$ cat config.mk
export PLATFORM = sky130hd
export DESIGN_NAME = hsdet_debounce
export DESIGN_NICKNAME = d
export VERILOG_FILES = /design/src/rtl/hsdet_pkg.sv /design/src/rtl/hsdet_strobe.sv /design/src/rtl/hsdet_filter.sv /design/src/rtl/hsdet_debounce.sv
export SDC_FILE = /design/constraint.sdc
export NUM_CORES = 1
export LEC_CHECK = 0
export CAP_MARGIN = 20
export CORE_ASPECT_RATIO = 0.75
export CORE_MARGIN = 5
export CORE_UTILIZATION = 40
export DETAILED_ROUTE_END_ITERATION = 8
export PLACE_DENSITY = 0.64
export SYNTH_ARGS = -nofsm -noshare
export SYNTH_HDL_FRONTEND = slang
export SYNTH_HIERARCHICAL = 1
export SYNTH_SLANG_ARGS = --single-unit
$ cat constraint.sdc
create_clock -name clk -period 3.45 [get_ports clk]
set_input_delay 1.035 -clock clk [delete_from_list [all_inputs] [get_ports clk]]
set_output_delay 1.035 -clock clk [all_outputs]
set_load 0.02 [all_outputs]
$ cat src/rtl/hsdet_pkg.sv
package hsdet_pkg;

  parameter int MAX_PERIOD_MS = 64;
  localparam int PERIOD_W = $clog2(MAX_PERIOD_MS + 1);

  typedef logic [PERIOD_W-1:0] period_t;

  typedef enum logic [1:0] {
    HS_NONE  = 2'b00,
    HS_PLAIN = 2'b01,
    HS_MIC   = 2'b11
  } hs_code_t;

  // plug strobe period in ms; reserved codes fold onto the longest setting
  function automatic period_t jack_period_ms(input logic [2:0] sel);
    logic [2:0] s;
    s = (sel > 3'd5) ? 3'd5 : sel;
    return period_t'(2) << s;
  endfunction

  // button strobe period in ms; code 0 is bypass, period unused
  function automatic period_t btn_period_ms(input logic [1:0] sel);
    if (sel == 2'd0) return period_t'(1);
    return period_t'(1) << (sel - 2'd1);
  endfunction

  function automatic hs_code_t enc_status(input logic en, input logic jack,
                                          input logic mic);
    if (!en || !jack) return HS_NONE;
    return mic ? HS_MIC : HS_PLAIN;
  endfunction

endpackage

$ cat src/rtl/hsdet_strobe.sv
module hsdet_strobe #(
  parameter int TICKS_PER_MS = 1000
) (
  input  logic                     clk,
  input  logic                     rst_n,
  input  logic                     tick_i,
  input  logic                     clr_i,
  input  hsdet_pkg::period_t       period_i,
  output logic                     strobe_o
);
  localparam int TW = $clog2(TICKS_PER_MS + 1);
  localparam int PW = hsdet_pkg::PERIOD_W;

  logic [TW-1:0] tick_cnt;
  logic [PW-1:0] ms_cnt;
  logic          ms_evt;
  logic          last_ms;

  assign ms_evt  = tick_i && (tick_cnt == TW'(TICKS_PER_MS - 1));
  assign last_ms = (ms_cnt == (period_i - PW'(1)));
  assign strobe_o = ms_evt && last_ms;

  always_ff @(posedge clk or negedge rst_n) begin
    if (!rst_n) begin
      tick_cnt <= '0;
      ms_cnt   <= '0;
    end else if (clr_i) begin
      tick_cnt <= '0;
      ms_cnt   <= '0;
    end else if (tick_i) begin
      tick_cnt <= ms_evt ? '0 : tick_cnt + TW'(1);
      if (ms_evt) ms_cnt <= last_ms ? '0 : ms_cnt + PW'(1);
    end
  end

  AST_CLR_RESTARTS: assert property (@(posedge clk) disable iff (!rst_n)
    clr_i |=> (tick_cnt == '0 && ms_cnt == '0));

  AST_IDLE_WITHOUT_TICK: assert property (@(posedge clk) disable iff (!rst_n)
    (!tick_i && !clr_i) |=> ($stable(tick_cnt) && $stable(ms_cnt)));

endmodule

$ cat src/rtl/hsdet_filter.sv
module hsdet_filter #(
  parameter int SAMPLES = 8
) (
  input  logic clk,
  input  logic rst_n,
  input  logic sample_i,
  input  logic strobe_i,
  input  logic bypass_i,
  input  logic clr_i,
  input  logic flush_i,
  output logic stable_o
);
  localparam int CW = $clog2(SAMPLES + 1);

  logic          cand;
  logic [CW-1:0] run_cnt;
  logic          run_done;

  assign run_done = (run_cnt == CW'(SAMPLES - 1));

  always_ff @(posedge clk or negedge rst_n) begin
    if (!rst_n) begin
      stable_o <= 1'b0;
      cand     <= 1'b0;
      run_cnt  <= CW'(SAMPLES);
    end else if (flush_i) begin
      stable_o <= 1'b0;
      cand     <= 1'b0;
      run_cnt  <= CW'(SAMPLES);
    end else if (clr_i) begin
      cand    <= stable_o;
      run_cnt <= CW'(SAMPLES);
    end else if (bypass_i) begin
      stable_o <= sample_i;
      cand     <= sample_i;
      run_cnt  <= CW'(SAMPLES);
    end else if (strobe_i) begin
      if (sample_i != cand) begin
        cand    <= sample_i;
        run_cnt <= CW'(1);
      end else if (run_cnt != CW'(SAMPLES)) begin
        run_cnt <= run_cnt + CW'(1);
        if (run_done) stable_o <= cand;
      end
    end
  end

  AST_HOLD_BETWEEN_STROBES: assert property (@(posedge clk) disable iff (!rst_n)
    (!strobe_i && !bypass_i && !flush_i) |=> $stable(stable_o));

  AST_BYPASS_FOLLOWS: assert property (@(posedge clk) disable iff (!rst_n)
    (bypass_i && !flush_i && !clr_i) |=> (stable_o == $past(sample_i)));

  AST_FLUSH_CLEARS: assert property (@(posedge clk) disable iff (!rst_n)
    flush_i |=> !stable_o);

endmodule

$ cat src/rtl/hsdet_debounce.sv
module hsdet_debounce #(
  parameter int TICKS_PER_MS = 1000,
  parameter int SAMPLES      = 8,
  parameter int SYNC_STAGES  = 2
) (
  input  logic       clk,
  input  logic       rst_n,
  input  logic       tick_1mhz,
  input  logic       det_en,
  input  logic [2:0] jack_sel,
  input  logic [1:0] btn_sel,
  input  logic       jack_raw,
  input  logic       mic_raw,
  input  logic       btn_raw,
  output logic [1:0] hs_status,
  output logic       btn_state,
  output logic       chg_pulse
);
  import hsdet_pkg::*;

  localparam int NIN = 3;

  // input synchronisers, one chain per comparator level
  logic [NIN-1:0] raw_vec;
  logic [NIN-1:0] sync_vec;
  assign raw_vec = {btn_raw, mic_raw, jack_raw};

  for (genvar g = 0; g < NIN; g++) begin : g_sync
    logic [SYNC_STAGES-1:0] chain;
    always_ff @(posedge clk or negedge rst_n) begin
      if (!rst_n) chain <= '0;
      else        chain <= {chain[SYNC_STAGES-2:0], raw_vec[g]};
    end
    assign sync_vec[g] = chain[SYNC_STAGES-1];
  end

  // control history for restart detection
  logic       en_q;
  logic [2:0] jsel_q;
  logic [1:0] bsel_q;
  always_ff @(posedge clk or negedge rst_n) begin
    if (!rst_n) begin
      en_q   <= 1'b0;
      jsel_q <= '0;
      bsel_q <= '0;
    end else begin
      en_q   <= det_en;
      jsel_q <= jack_sel;
      bsel_q <= btn_sel;
    end
  end

  // named internal events
  logic     jack_clr, btn_clr, btn_bypass;
  logic     jack_strobe, btn_strobe;
  logic     jack_stable, mic_stable, btn_stable;
  period_t  jack_period, btn_period;
  hs_code_t status_next;
  logic     btn_next;

  assign jack_clr    = !det_en || (jack_sel != jsel_q);
  assign btn_clr     = !det_en || (btn_sel != bsel_q);
  assign btn_bypass  = (btn_sel == 2'd0);
  assign jack_period = jack_period_ms(jack_sel);
  assign btn_period  = btn_period_ms(btn_sel);

  hsdet_strobe #(.TICKS_PER_MS(TICKS_PER_MS)) u_jack_strobe (
    .clk(clk), .rst_n(rst_n), .tick_i(tick_1mhz), .clr_i(jack_clr),
    .period_i(jack_period), .strobe_o(jack_strobe));

  hsdet_strobe #(.TICKS_PER_MS(TICKS_PER_MS)) u_btn_strobe (
    .clk(clk), .rst_n(rst_n), .tick_i(tick_1mhz), .clr_i(btn_clr),
    .period_i(btn_period), .strobe_o(btn_strobe));

  hsdet_filter #(.SAMPLES(SAMPLES)) u_jack_filt (
    .clk(clk), .rst_n(rst_n), .sample_i(sync_vec[0]), .strobe_i(jack_strobe),
    .bypass_i(1'b0), .clr_i(jack_clr), .flush_i(!det_en),
    .stable_o(jack_stable));

  hsdet_filter #(.SAMPLES(SAMPLES)) u_mic_filt (
    .clk(clk), .rst_n(rst_n), .sample_i(sync_vec[1]), .strobe_i(jack_strobe),
    .bypass_i(1'b0), .clr_i(jack_clr), .flush_i(!det_en || !jack_stable),
    .stable_o(mic_stable));

  hsdet_filter #(.SAMPLES(SAMPLES)) u_btn_filt (
    .clk(clk), .rst_n(rst_n), .sample_i(sync_vec[2]), .strobe_i(btn_strobe),
    .bypass_i(btn_bypass), .clr_i(btn_clr), .flush_i(!det_en),
    .stable_o(btn_stable));

  assign status_next = enc_status(det_en, jack_stable, mic_stable);
  assign btn_next    = det_en && btn_stable;

  always_ff @(posedge clk or negedge rst_n) begin
    if (!rst_n) begin
      hs_status <= HS_NONE;
      btn_state <= 1'b0;
      chg_pulse <= 1'b0;
    end else begin
      hs_status <= status_next;
      btn_state <= btn_next;
      chg_pulse <= (status_next != hs_status) || (btn_next != btn_state);
    end
  end

  AST_NO_CODE_10: assert property (@(posedge clk) disable iff (!rst_n)
    hs_status != 2'b10);

  AST_OFF_MEANS_ZERO: assert property (@(posedge clk) disable iff (!rst_n)
    (!det_en && !en_q) |-> (hs_status == 2'b00 && !btn_state));

  AST_PULSE_MARKS_CHANGE: assert property (@(posedge clk) disable iff (!rst_n)
    chg_pulse |-> (hs_status != $past(hs_status) || btn_state != $past(btn_state)));

  AST_CHANGE_RAISES_PULSE: assert property (@(posedge clk) disable iff (!rst_n)
    (hs_status != $past(hs_status) || btn_state != $past(btn_state)) |-> chg_pulse);

  AST_MIC_AFTER_PLUG: assert property (@(posedge clk) disable iff (!rst_n)
    (hs_status == 2'b11) |-> $past(jack_stable));

endmodule

==> qor.yml <==
hold_path:
  holdCritStartpoint: "g_sync[2].chain[0]"
  whs_path_depth: 0
  min_path_type: "flip-flop to flip-flop"
  hold_end: "g_sync[2].chain[1]"
route:
  vias: 3253
  wl_met2_um: 3890
  drt_iter0_drc: 178
  avgViaCountPerCell: 5.16
  drt_pass1_iterations: 4
  routed_wl_um: 8190
  ant_nets: 0
  wl_per_cell_um: 13.0
  drcViolationCount: 0
  top_layer_used: "met4"
  wl_met1_um: 3890
  wl_met3_um: 290
worst_setup_path:
  critPathSlowestCell: "or4_4"
  timing.rr.start: "u_btn_strobe/tick_cnt[0]"
  r2r_setup_slack_ns: 0.86
  critical_path_required_ns: 3.71
  crit_type: "primary input to flip-flop"
  r2r-end: "u_btn_filt/stable_o"
  cp_data_arrival_time_ns: 3.61
  worstSetupEndpointType: "flip-flop"
  crit_path_max_incr_delay_ns: 0.42
  worstPathMaxFanout: 4
  rr_worst_depth: 9
  start_kind: "primary input"
  crit_chain: "dlygate4sd2_1, nor3b_4, or3_4, or4_4, a211o_1, a211oi_4, buf_6, nand2b_1, nor4_2, mux2_2, nor2_1"
cts:
  clk_pin_slew_ns: 0.05
  cts_tree: "yes"
  clockBufferDepth: 2
  numCtsBuffers: 9
  cts.sinks: 67
  ctsHtreeMaxLevel: 3
  cts_root_buffer: "clkbuf_16"
  clk_latency_ns: 0.33
  cts_hold_buf: 0
grt:
  antenna_found_initial: 0
  grtUsageTotal_pct: 14.3
  grt_overflow: 0
  grt_max_degree: 41
  grt_pass1_vias: 3287
  grt_pass1_wl_um: 14800
sta:
  relSlewSlack_pct: 52.8
  finClkSkew_ns: 0.00769
  fin_setup_tns_ns: 0
  whs_ns: 0.345
  setup_viol: 0
  slew_violations: 0
  period_share_pct: 97.2
  fmaxAchievable_mhz: 298
  hold_viol_final: 0
  min_period_ns: 3.35
  tightest_slew_ns: 0.704
  grt_setup_unrepaired: "yes"
yosys:
  yosysMostFrequentCell: "dfrtp_1"
  synth_top_family_by_area: "simple AND/OR/NAND/NOR gates"
  yosysTopAreaCell: "dfrtp_1"
  synthTopCellsByArea: "dfrtp_1 (40%), xnor2_1 (5.0%), nor2_1 (4.4%)"
  synthArstFlopShare_pct: 100
  synthCells: 411
  netlist_area_mm2: 0.00405
  synthAdderAreaFrac_pct: 3.71
  synth_compound_area_share_pct: 13.2
  synth.avg_cell_area_um2: 9.84
  ys_seq_elements: 67
  synthXorXnorAreaFrac_pct: 11.0
  ys_types: 71
  synthSimpleGateAreaFrac_pct: 24.0
  ys_warn_count: 6
  synth.area.mux_share_pct: 3.56
  yosysTopAreaCellShare_pct: 39.6
  synthTopCellsByCount: "dfrtp_1 (64), nor2_1 (47), nand2_1 (23), xnor2_1 (23)"
  synth_flop_cell: "dfrtp_1"
  synth_edf_count: 0
  yosysSeqAreaShare_pct: 41.5
job:
  drv_cap: 0
cells_and_area:
  num_antenna_cells: 0
  fillCellCount: 877
  nets: 517
  drive_gt1_share_pct: 20.7
  syn2layout_area_growth_pct: 26.4
floorplan:
  ios: 16
  start_util_pct: 41.4
  fp.dieW_um: 126
  num_rows: 31
  core_region_area_mm2: 0.00977
  die_area_mm2: 0.0122
  die_h_um: 97.1
placement:
  dpl.hpwl_um: 5840
  io_buffers: 15
  routabilityCongestion: 0.814
pwr:
  finalPower_w: 0.00188
  p_leak_nw: 2.15
  vdd_drop_max_mv: 0.224
  power_density_mw_per_mm2: 369
outcome:
  status: "finished, final reports clean"
## stage by stage
step	utilization, %	std cells	instance area (um^2)	worst slack, ns
after global routing	52.3	630	5110	-0.0154
after detailed placement	48.3	611	4720	-0.569
after floorplan	-	432	4140	0.0175
final	52.3	630	5110	0.0975
after global placement	48.3	611	4720	-0.493
after CTS	52.0	630	5080	0.0152
## worst max-delay path: cells and delay by family
family,cells,cell delay [ns]
and+or+nand+nor,6,1.30
muxes,1,0.36
buffers and inverters,2,0.39
AOI/OAI and AO/OA,2,0.52
## power by group
part	internal, W	switching (W)
Combinational	0.0000736	0.0000936
Sequential	0.000796	0.00000779
Clock	0.000598	0.000316
## final cells by class
| class | instances | area, um^2 | area share, % |
|---|---|---|---|
| Multi-Input combinational cell | 338 | 2410 | 47.2 |
| Sequential cell | 67 | 1680 | 32.9 |
| Timing Repair Buffer | 57 | 480 | 9.40 |
| Clock buffer | 14 | 264 | 5.16 |
| Tap cell | 132 | 165 | 3.23 |
| Inverter | 20 | 75.1 | 1.47 |
| Clock inverter | 2 | 35.0 | 0.685 |
## timing repair
| action | CTS | global route |
|---|---|---|
| setup endpoints to repair | 10 | 14 |
| setup buffers | 3 | 0 |
| gates resized for setup | 15 | 8 |
| pin swaps | 6 | 5 |
## cells by family (layout without fill, tap and decap cells)
| group | count (synthesis) | count (layout) |
|---|---|---|
| buffers and inverters | 27 | 93 |
| muxes | 14 | 14 |
| and+or+nand+nor | 174 | 174 |
| xor gates and xnor gates | 46 | 46 |
| AOI/OAI and AO/OA | 70 | 70 |
| adders and majority gates | 12 | 12 |
| other | 1 | 22 |
| DFF | 67 | 67 |
## layout by cell type (no fill, tap or decap), drive strengths merged, types with 12 or more instances in the layout
| master | count |
|---|---|
| conb | 22 |
| nor2 | 48 |
| and3 | 14 |
| ha | 12 |
| xor2 | 22 |
| nor3 | 14 |
| xnor2 | 24 |
| dfrtp | 64 |
| clkbuf | 15 |
| inv | 20 |
| o21ai | 13 |
| buf | 43 |
| nand2 | 24 |
## flip-flops by register name, indices dropped and copies added (netlist names), 3 cells and up
| name | flops |
|---|---|
| g_sync.chain | 6 |
| u_jack_filt/run_cnt | 4 |
| jsel_q | 3 |
| u_btn_strobe/ms_cnt | 7 |
| u_jack_strobe/tick_cnt | 10 |
| u_btn_strobe/tick_cnt | 10 |
| u_jack_strobe/ms_cnt | 7 |
| u_mic_filt/run_cnt | 4 |
| u_btn_filt/run_cnt | 4 |
## how the worst max path moves through the flow
stage           startpoint                endpoint  slack, ns  cells after the start
2_1_floorplan  jack_sel[1]    u_jack_filt/stable_o       0.02                     11
3_3_place_gp   jack_sel[2]    u_jack_filt/stable_o      -0.49                     11
3_5_place_dp   jack_sel[2]   u_mic_filt/run_cnt[2]      -0.57                     12
4_1_cts        jack_sel[0]    u_jack_filt/stable_o       0.02                     11
5_1_grt        jack_sel[0]  u_jack_filt/run_cnt[2]      -0.02                     13
6_report       jack_sel[0]     u_mic_filt/stable_o        0.1                     11
## per-layer routing
metal	global-route usage, %	up-vias
li1	-	1615
met1	18.4	1584
met2	23.2	42
met3	4.45	12
met4	4.04	0
met5	0	-
No activity file was read; power rests on OpenSTA's default activity.
